<file path="config.mk">
export PLATFORM = sky130hd
export DESIGN_NAME = exc_entry_seq
export DESIGN_NICKNAME = d
export VERILOG_FILES = /design/src/rtl/exc_entry_pkg.sv /design/src/rtl/exc_irq_gate.sv /design/src/rtl/exc_target_calc.sv /design/src/rtl/exc_status_stack.sv /design/src/rtl/exc_entry_seq.sv
export SDC_FILE = /design/constraint.sdc
export NUM_CORES = 1
export LEC_CHECK = 0
export ABC_AREA = 1
export BUFFER_PORTS_ARGS = -buffer_cell sky130_fd_sc_hd__buf_2
export CORE_MARGIN = 1.5
export CORE_UTILIZATION = 41
export CTS_BUF_LIST = sky130_fd_sc_hd__clkbuf_4 sky130_fd_sc_hd__clkbuf_8
export DETAILED_ROUTE_END_ITERATION = 8
export PLACE_DENSITY = 0.79
export SLEW_MARGIN = 20
export SYNTH_ARGS = -nofsm -noshare
export SYNTH_HDL_FRONTEND = slang
export SYNTH_SLANG_ARGS = --single-unit
</file>
<file path="constraint.sdc">
create_clock -name clk -period 2.2 [get_ports clk]
set_input_delay 0.11 -clock clk [delete_from_list [all_inputs] [get_ports clk]]
set_output_delay 0.11 -clock clk [all_outputs]
set_load 0.02 [all_outputs]
</file>
<file path="src/rtl/exc_entry_pkg.sv">
package exc_entry_pkg;
  localparam int unsigned CODE_W   = 5;
  localparam logic [CODE_W-1:0] CODE_INT  = 5'd0;
  localparam logic [CODE_W-1:0] CODE_SYS  = 5'd8;
  localparam logic [CODE_W-1:0] CODE_BRK  = 5'd9;
  localparam logic [CODE_W-1:0] CODE_OVF  = 5'd12;

  typedef struct packed {
    logic              take;
    logic              is_irq;
    logic [CODE_W-1:0] code;
    logic              trap;
  } entry_t;
endpackage

</file>
<file path="src/rtl/exc_irq_gate.sv">
module exc_irq_gate
  import exc_entry_pkg::*;
(
  input  logic              step_en,
  input  logic              ext_irq,
  input  logic              ie_cur,
  input  logic              im_line,
  input  logic              exc_req,
  input  logic [CODE_W-1:0] exc_code,
  input  logic              exc_trap,
  output entry_t            entry
);
  logic irq_ok;

  // Interrupt is sampled at the fetch boundary, ahead of the instruction.
  assign irq_ok = step_en & ext_irq & ie_cur & im_line;

  always_comb begin
    entry.take   = irq_ok | exc_req;
    entry.is_irq = irq_ok;
    entry.code   = irq_ok ? CODE_INT : exc_code;
    entry.trap   = irq_ok ? 1'b0 : exc_trap;
  end
endmodule

</file>
<file path="src/rtl/exc_target_calc.sv">
module exc_target_calc #(
  parameter int unsigned XLEN       = 32,
  parameter int unsigned STEP_BYTES = 4,
  parameter logic [XLEN-1:0] VEC_RUN  = 32'h8000_0080,
  parameter logic [XLEN-1:0] VEC_BOOT = 32'hBFC0_0180
) (
  input  logic [XLEN-1:0] cur_pc,
  input  logic            trap,
  input  logic            dslot,
  input  logic            bev,
  output logic [XLEN-1:0] epc_nxt,
  output logic [XLEN-1:0] vec,
  output logic [XLEN-1:0] vec_nxt
);
  localparam logic [XLEN-1:0] STEP = XLEN'(STEP_BYTES);

  logic [XLEN-1:0] trap_adj;
  logic [XLEN-1:0] slot_adj;

  assign trap_adj = trap  ? STEP : '0;
  assign slot_adj = dslot ? STEP : '0;
  assign epc_nxt  = cur_pc - trap_adj - slot_adj;
  assign vec      = bev ? VEC_BOOT : VEC_RUN;
  assign vec_nxt  = vec + STEP;
endmodule

</file>
<file path="src/rtl/exc_status_stack.sv">
module exc_status_stack #(
  parameter int unsigned XLEN     = 32,
  parameter int unsigned MODE_LVL = 3
) (
  input  logic [XLEN-1:0] status_q,
  input  logic            take,
  input  logic            wr,
  input  logic [XLEN-1:0] wdata,
  output logic [XLEN-1:0] status_d
);
  localparam int unsigned STK_W = 2 * MODE_LVL;

  logic [XLEN-1:0] pushed;

  generate
    if (XLEN > STK_W) begin : g_hi
      assign pushed[XLEN-1:STK_W] = status_q[XLEN-1:STK_W];
    end
  endgenerate
  assign pushed[STK_W-1:2] = status_q[STK_W-3:0];
  assign pushed[1:0]       = 2'b00;

  always_comb begin
    if (take)    status_d = pushed;
    else if (wr) status_d = wdata;
    else         status_d = status_q;
  end
endmodule

</file>
<file path="src/rtl/exc_entry_seq.sv">
module exc_entry_seq
  import exc_entry_pkg::*;
#(
  parameter int unsigned XLEN       = 32,
  parameter int unsigned IRQ_BIT    = 10,
  parameter int unsigned BEV_BIT    = 22,
  parameter int unsigned BD_BIT     = 31,
  parameter int unsigned STEP_BYTES = 4,
  parameter int unsigned MODE_LVL   = 3
) (
  input  logic              clk,
  input  logic              rst_n,
  input  logic              step_en,
  input  logic              exc_req,
  input  logic [4:0]        exc_code,
  input  logic              exc_trap,
  input  logic              in_dslot,
  input  logic [XLEN-1:0]   cur_pc,
  input  logic              ext_irq,
  input  logic              status_wr,
  input  logic [XLEN-1:0]   status_wdata,
  output logic [XLEN-1:0]   cause_q,
  output logic [XLEN-1:0]   status_q,
  output logic [XLEN-1:0]   epc_q,
  output logic              redir_vld,
  output logic [XLEN-1:0]   redir_pc,
  output logic [XLEN-1:0]   redir_npc
);
  localparam int unsigned CODE_LSB = 2;
  localparam int unsigned CODE_MSB = CODE_LSB + CODE_W - 1;

  entry_t          entry;
  logic [XLEN-1:0] epc_nxt, vec, vec_nxt, status_d;
  logic [XLEN-1:0] cause_d;

  exc_irq_gate u_gate (
    .step_en (step_en),
    .ext_irq (ext_irq),
    .ie_cur  (status_q[0]),
    .im_line (status_q[IRQ_BIT]),
    .exc_req (exc_req),
    .exc_code(exc_code),
    .exc_trap(exc_trap),
    .entry   (entry)
  );

  exc_target_calc #(.XLEN(XLEN), .STEP_BYTES(STEP_BYTES)) u_tgt (
    .cur_pc (cur_pc),
    .trap   (entry.trap),
    .dslot  (in_dslot),
    .bev    (status_q[BEV_BIT]),
    .epc_nxt(epc_nxt),
    .vec    (vec),
    .vec_nxt(vec_nxt)
  );

  exc_status_stack #(.XLEN(XLEN), .MODE_LVL(MODE_LVL)) u_stk (
    .status_q(status_q),
    .take    (entry.take),
    .wr      (status_wr),
    .wdata   (status_wdata),
    .status_d(status_d)
  );

  always_comb begin
    cause_d = cause_q;
    if (entry.take) begin
      cause_d[7:0]               = '0;
      cause_d[CODE_MSB:CODE_LSB] = entry.code;
      cause_d[BD_BIT]            = in_dslot;
    end
    cause_d[IRQ_BIT] = ext_irq;
  end

  always_ff @(posedge clk) begin
    if (!rst_n) begin
      cause_q   <= '0;
      status_q  <= '0;
      epc_q     <= '0;
      redir_vld <= 1'b0;
      redir_pc  <= '0;
      redir_npc <= '0;
    end else begin
      cause_q   <= cause_d;
      status_q  <= status_d;
      redir_vld <= entry.take;
      if (entry.take) begin
        epc_q     <= epc_nxt;
        redir_pc  <= vec;
        redir_npc <= vec_nxt;
      end
    end
  end

  p_npc_follows_r6: assert property (@(posedge clk) disable iff (!rst_n)
    redir_vld |-> (redir_npc == redir_pc + XLEN'(STEP_BYTES)));

  p_bd_mirror_r4: assert property (@(posedge clk) disable iff (!rst_n)
    redir_vld |-> (cause_q[BD_BIT] == $past(in_dslot)));

  p_code_frame_r2: assert property (@(posedge clk) disable iff (!rst_n)
    redir_vld |-> (cause_q[1:0] == 2'b00 && cause_q[7] == 1'b0));

  p_stack_push_r10: assert property (@(posedge clk) disable iff (!rst_n)
    redir_vld |-> (status_q[1:0] == 2'b00 && status_q[5:2] == $past(status_q[3:0])));

  p_irq_blocked_r8: assert property (@(posedge clk) disable iff (!rst_n)
    (step_en && ext_irq && !exc_req && !(status_q[0] && status_q[IRQ_BIT])) |=> !redir_vld);

  p_pending_track_r7: assert property (@(posedge clk) disable iff (!rst_n)
    1'b1 |=> (cause_q[IRQ_BIT] == $past(ext_irq)));

  p_epc_hold_r12: assert property (@(posedge clk) disable iff (!rst_n)
    !(step_en && ext_irq) && !exc_req |=> $stable(epc_q));
endmodule

</file>
-- Yosys cells after proc, flatten, opt, wreduce, memory -nomap -nowiden
Cells that the tools add are included.
- register bits after elaboration: 136
- output and inout bits: 161
- muxes and demuxes: 7
- reduce and logical (&&, ||, !) cells: 3
- bitwise logic cells: 6
- add/subtract/negate cells: 3
- operators by type and width (kind ; count):
    subtractor 32 bit ; 2
    adder 32 x 3 -> 32 bit (second input constant) ; 1
    2-to-1 mux 30 bit ; 1
    2-to-1 mux 6 bit ; 2
    2-to-1 mux 3 bit ; 2
    2-to-1 mux 5 bit ; 1
    AND 1 bit ; 3
    inverter 1 bit ; 2
    AND reduction 2 bit ; 1
    nonzero test 2 bit ; 1
    OR reduction 2 bit ; 1
    2-to-1 mux 1 bit ; 1
    bitwise OR 1 bit ; 1

-- Depth between registers and ports, before layout
- word-level depth: 7
- mapped depth: 14
- mapped depth without buffers: 14

-- Modules after synthesis
A second synthesis with hierarchy kept.
- cells, all modules: 1168
- area, all modules: 7392.1 um^2
- modules (own cells, without submodules) (module ; times used ; cells each ; area an instance (um^2)):
    exc_entry_seq ; 1 ; 778 ; 5370.2
    exc_target_calc ; 1 ; 249 ; 1401.3
    exc_status_stack ; 1 ; 124 ; 539.3
    exc_irq_gate ; 1 ; 17 ; 81.3

-- Worst setup path after synthesis
No wires, ideal clock.
- path type: reg-to-reg
- start point: reg status_q[0]
- end point: reg epc_q[31]
- arrival time: 2.001 ns
- period minus slack after synthesis: 2.114 ns
- path slack: 0.086 ns
- path buffers: 0
- cell stages (with the launch flop): 14
- cells stage by stage: dfxtp_1 -> nand4_4 -> nand2_1 -> fa_1 -> inv_1 -> ha_1 -> nor2_1 -> nand2_1 -> nor2_1 -> nand2_1 -> o21ai_0 -> nand2_1 -> nand2_1 -> nand2_1
- word-level cells in the longest chain between the ends: 6
- elaborated cells between the ends (all ways): 7
- classes of those cells: 2 x add/sub; 2 x mux; 3 x bitwise
- ends and longest elaborated chain (element ; RTL line ; source):
    from (decl) ; exc_entry_seq.sv:23 ; output logic [XLEN-1:0] status_q,
    from (signal assigned) ; exc_entry_seq.sv:85 ; status_q <= status_d;
    AND 1 bit * (2 in series) ; exc_irq_gate.sv:16 ; assign irq_ok = step_en & ext_irq & ie_cur & im_line;
    2-to-1 mux 1 bit ; exc_irq_gate.sv:22 ; entry.trap = irq_ok ? 1'b0 : exc_trap;
    2-to-1 mux 3 bit ; exc_target_calc.sv:20 ; assign trap_adj = trap ? STEP : '0;
    subtractor 32 bit (2 in series) ; exc_target_calc.sv:22 ; assign epc_nxt = cur_pc - trap_adj - slot_adj;
    to (signal assigned) ; exc_entry_seq.sv:88 ; epc_q <= epc_nxt;
    to (decl) ; exc_entry_seq.sv:24 ; output logic [XLEN-1:0] epc_q,
Mark *: on every way between the ends. The rest lies on a longest branch, timed or not.
A chain may end at the register's enable or synchronous reset.

-- Final worst setup path
- start point: reg status_q[0]
- end point: reg epc_q[11]
The elaborated chain is that of the path after synthesis.

==> summary.txt <==
Hold Crit Depth - 3
Die ar. - 10440 um2
CP endpoint kind - flop
grt ovf - 0
critical path class - reg2reg
drt pass-1 iters - 5
Starting Density - 41.84%
Area contributors post-synth - dfxtp_1, buf_4, nand2_1
per-cell routed wire length - 11.98 um
Syn-to-layout area delta - 27.58%
hold path start - exc_code[4]
first-pass GRT wire length - 17150 um
CTS max path bufs - 2
r2r setup slk - 0.16 ns
Pwr Density - 615.0 nW/um2
fin crit share - 92.90%
Rows - 36
antenna violations before repair - 0
Gate Count Post-Synth - 585
Post-synth top cells - nand2_1, nor2_1, buf_4
Synth top area share - 36.74%
Worst Path Required - 2.44 ns
Worst Path Arrival - 2.29 ns
r2r startpoint - status_q[0]
Ys Warns - 0
fraction of layout cells with a size suffix above 1 - 28.92%
Startpoint Class - flop
io pins - 238
Die Height - 102.2 um
Vias - 3987
RD Place Congestion - 0.9524
H-tree depth - 3
final setup violation count - 0
R2R cell count - 12
Yosys reg bits - 74
Synth cell types - 29
Netlist Area Pre-Place - 4033 um2
Layout Skew - 0.01836 ns
worst hold path type - in2reg
EDFF count, synth - 0
crit path max fanout - 3
# clock sinks - 74
largest net degree at the start of global routing - 39
area leader, netlist - dfxtp_1
# Post-CTS Setup Buffers - 0
GRT Util Overall - 20.98%
clk root buf - clkbuf_8
Clk Latency, worst-skew pair - 0.35 ns
ant diodes - 0
Util after Layout - 53.37%
Final min period - 2.044 ns
post-route ant nets - 0
vias per cell - 4.410
area post-placement - 4619 um2
Post-synth top flop - dfxtp_1
Max-Cap Viols - 0
reg-to-reg critical path endpoint - epc_q[11]
DP HPWL - 7683 um
worst vdd ir - 383.5 uV
syn avg cell area - 6.893 um2
CTS tree - yes
Async SR Flop Fraction - 0%
Clk pin slew, worst setup/hold paths - 0.09 ns
TritonCTS buffer count - 9
die width - 102.2 um
vias in the first global route - 3683
Final Hold Viols - 0
core footprint - 9639 um2
Seq/Total Area, Yosys - 36.74%
most frequent cell after synthesis - nand2_1
DRC - 0
hold path endpoint - cause_q[6]
Lkg Pwr - 2.819 nW
Final Cell Area - 5145 um2
violation count after the first detailed-route iteration - 128
run status - completed
fin nets - 848
Fillers - 939
Pwr Total - 0.003164 W
Port Buffers - 171
fmax - 489.3 MHz
final wirelength - 10830 um
Final Max Tran Viols - 0
[critical path: stages (launching register included)]
cell	delay, ns
dfxtp_1	0.34
nand4_4	0.09
nand2_1	0.07
fa_2	0.34
inv_1	0.07
ha_1	0.26
nor2_4	0.15
nand3_2	0.12
nor2_2	0.17
buf_4	0.14
inv_1	0.04
nor2_1	0.07
o21ai_0	0.09
[layout make-up]
type / instances / area (um2) / area share [%]
Clock inverter: 6 / 50.05 / 0.9728
Timing Repair Buffer: 210 / 1231 / 23.93
Inverter: 36 / 137.6 / 2.675
Multi-Input combinational cell: 435 / 1947 / 37.84
Clock buffer: 10 / 131.4 / 2.554
Sequential cell: 74 / 1481 / 28.79
Tap cell: 133 / 166.4 / 3.234
[cell usage in the layout (no fill, tap or decap), drive strengths merged]
cell,count
a21oi,8
buf,182
inv,38
dfxtp,74
xnor2,2
nand3,16
ha,4
o21bai,1
dlygate4sd3,28
a21o,1
nand2,159
fa,1
clkinvlp,2
a22o,1
nand4,4
clkinv,2
clkbuf,10
nor2,111
conb,66
a31oi,4
xor2,2
o21ai,55
[kinds of logic after synthesis]
family | synth area share (%)
fa+ha+maj | 1.738
xor+xnor | 0.8689
compound gates | 9.029
simple gates | 28.92
buf+inv | 22.62
other cells | 0.09299
flops | 36.74
[routing by layer]
metal | GRT usage (%) | vias up | wire, um
met1 | 26.04 | 1763 | 4578
met5 | 0 | - | 0
met2 | 34.90 | 182 | 5210
li1 | - | 2024 | -
met4 | 7.903 | 0 | 153
met3 | 5.540 | 18 | 885
[how the worst max path moves through the flow]
stage / from / endpoint / slack, ns / cells after the start
floorplan: status_q[0] / epc_q[31] / 0.09 / 13
global placement: status_q[0] / epc_q[19] / 0.02 / 13
detailed placement: status_q[0] / epc_q[19] / -0.05 / 13
CTS: status_q[0] / epc_q[27] / 0.004 / 12
global route: status_q[0] / epc_q[14] / -0.02 / 13
finish: status_q[0] / epc_q[11] / 0.16 / 12
[power breakdown]
part / total, W / leakage, nW / switching [W] / internal [W]
Sequential: 0.00147 / 0.610 / 0.0000466 / 0.00142
Combinational: 0.000708 / 2.12 / 0.000474 / 0.000234
Clock: 0.000986 / 0.0869 / 0.000553 / 0.000434
Total: 0.00316 / 2.82 / 0.00107 / 0.00209
[through the flow]
stage               std cells  worst slack, ns  hold WS [ns]  TNS (ns)
finish                    904           0.1561       0.01614         0
global route              904         -0.01904       0.02024  -0.07669
CTS                       904         0.003776     0.0009853         0
detailed placement        860         -0.04516        0.3372   -0.1048
global placement          860          0.01993        0.3303         0
floorplan                 650          0.08639        0.2035         0
[state kept, by name (all words and copies together), names as in the netlist]
name	count
epc_q	32
status_q	32
cause_q	7
redir_pc	2
redir_vld	1
[repair_timing]
action	CTS	global route
endpoints found under the hold margin	28	0
gates resized for setup	3	23
hold buffers	28	0
setup endpoints to repair	5	21
cloned	0	0
pin swaps	0	1
Note: power is estimated with default switching activity, not from simulation.
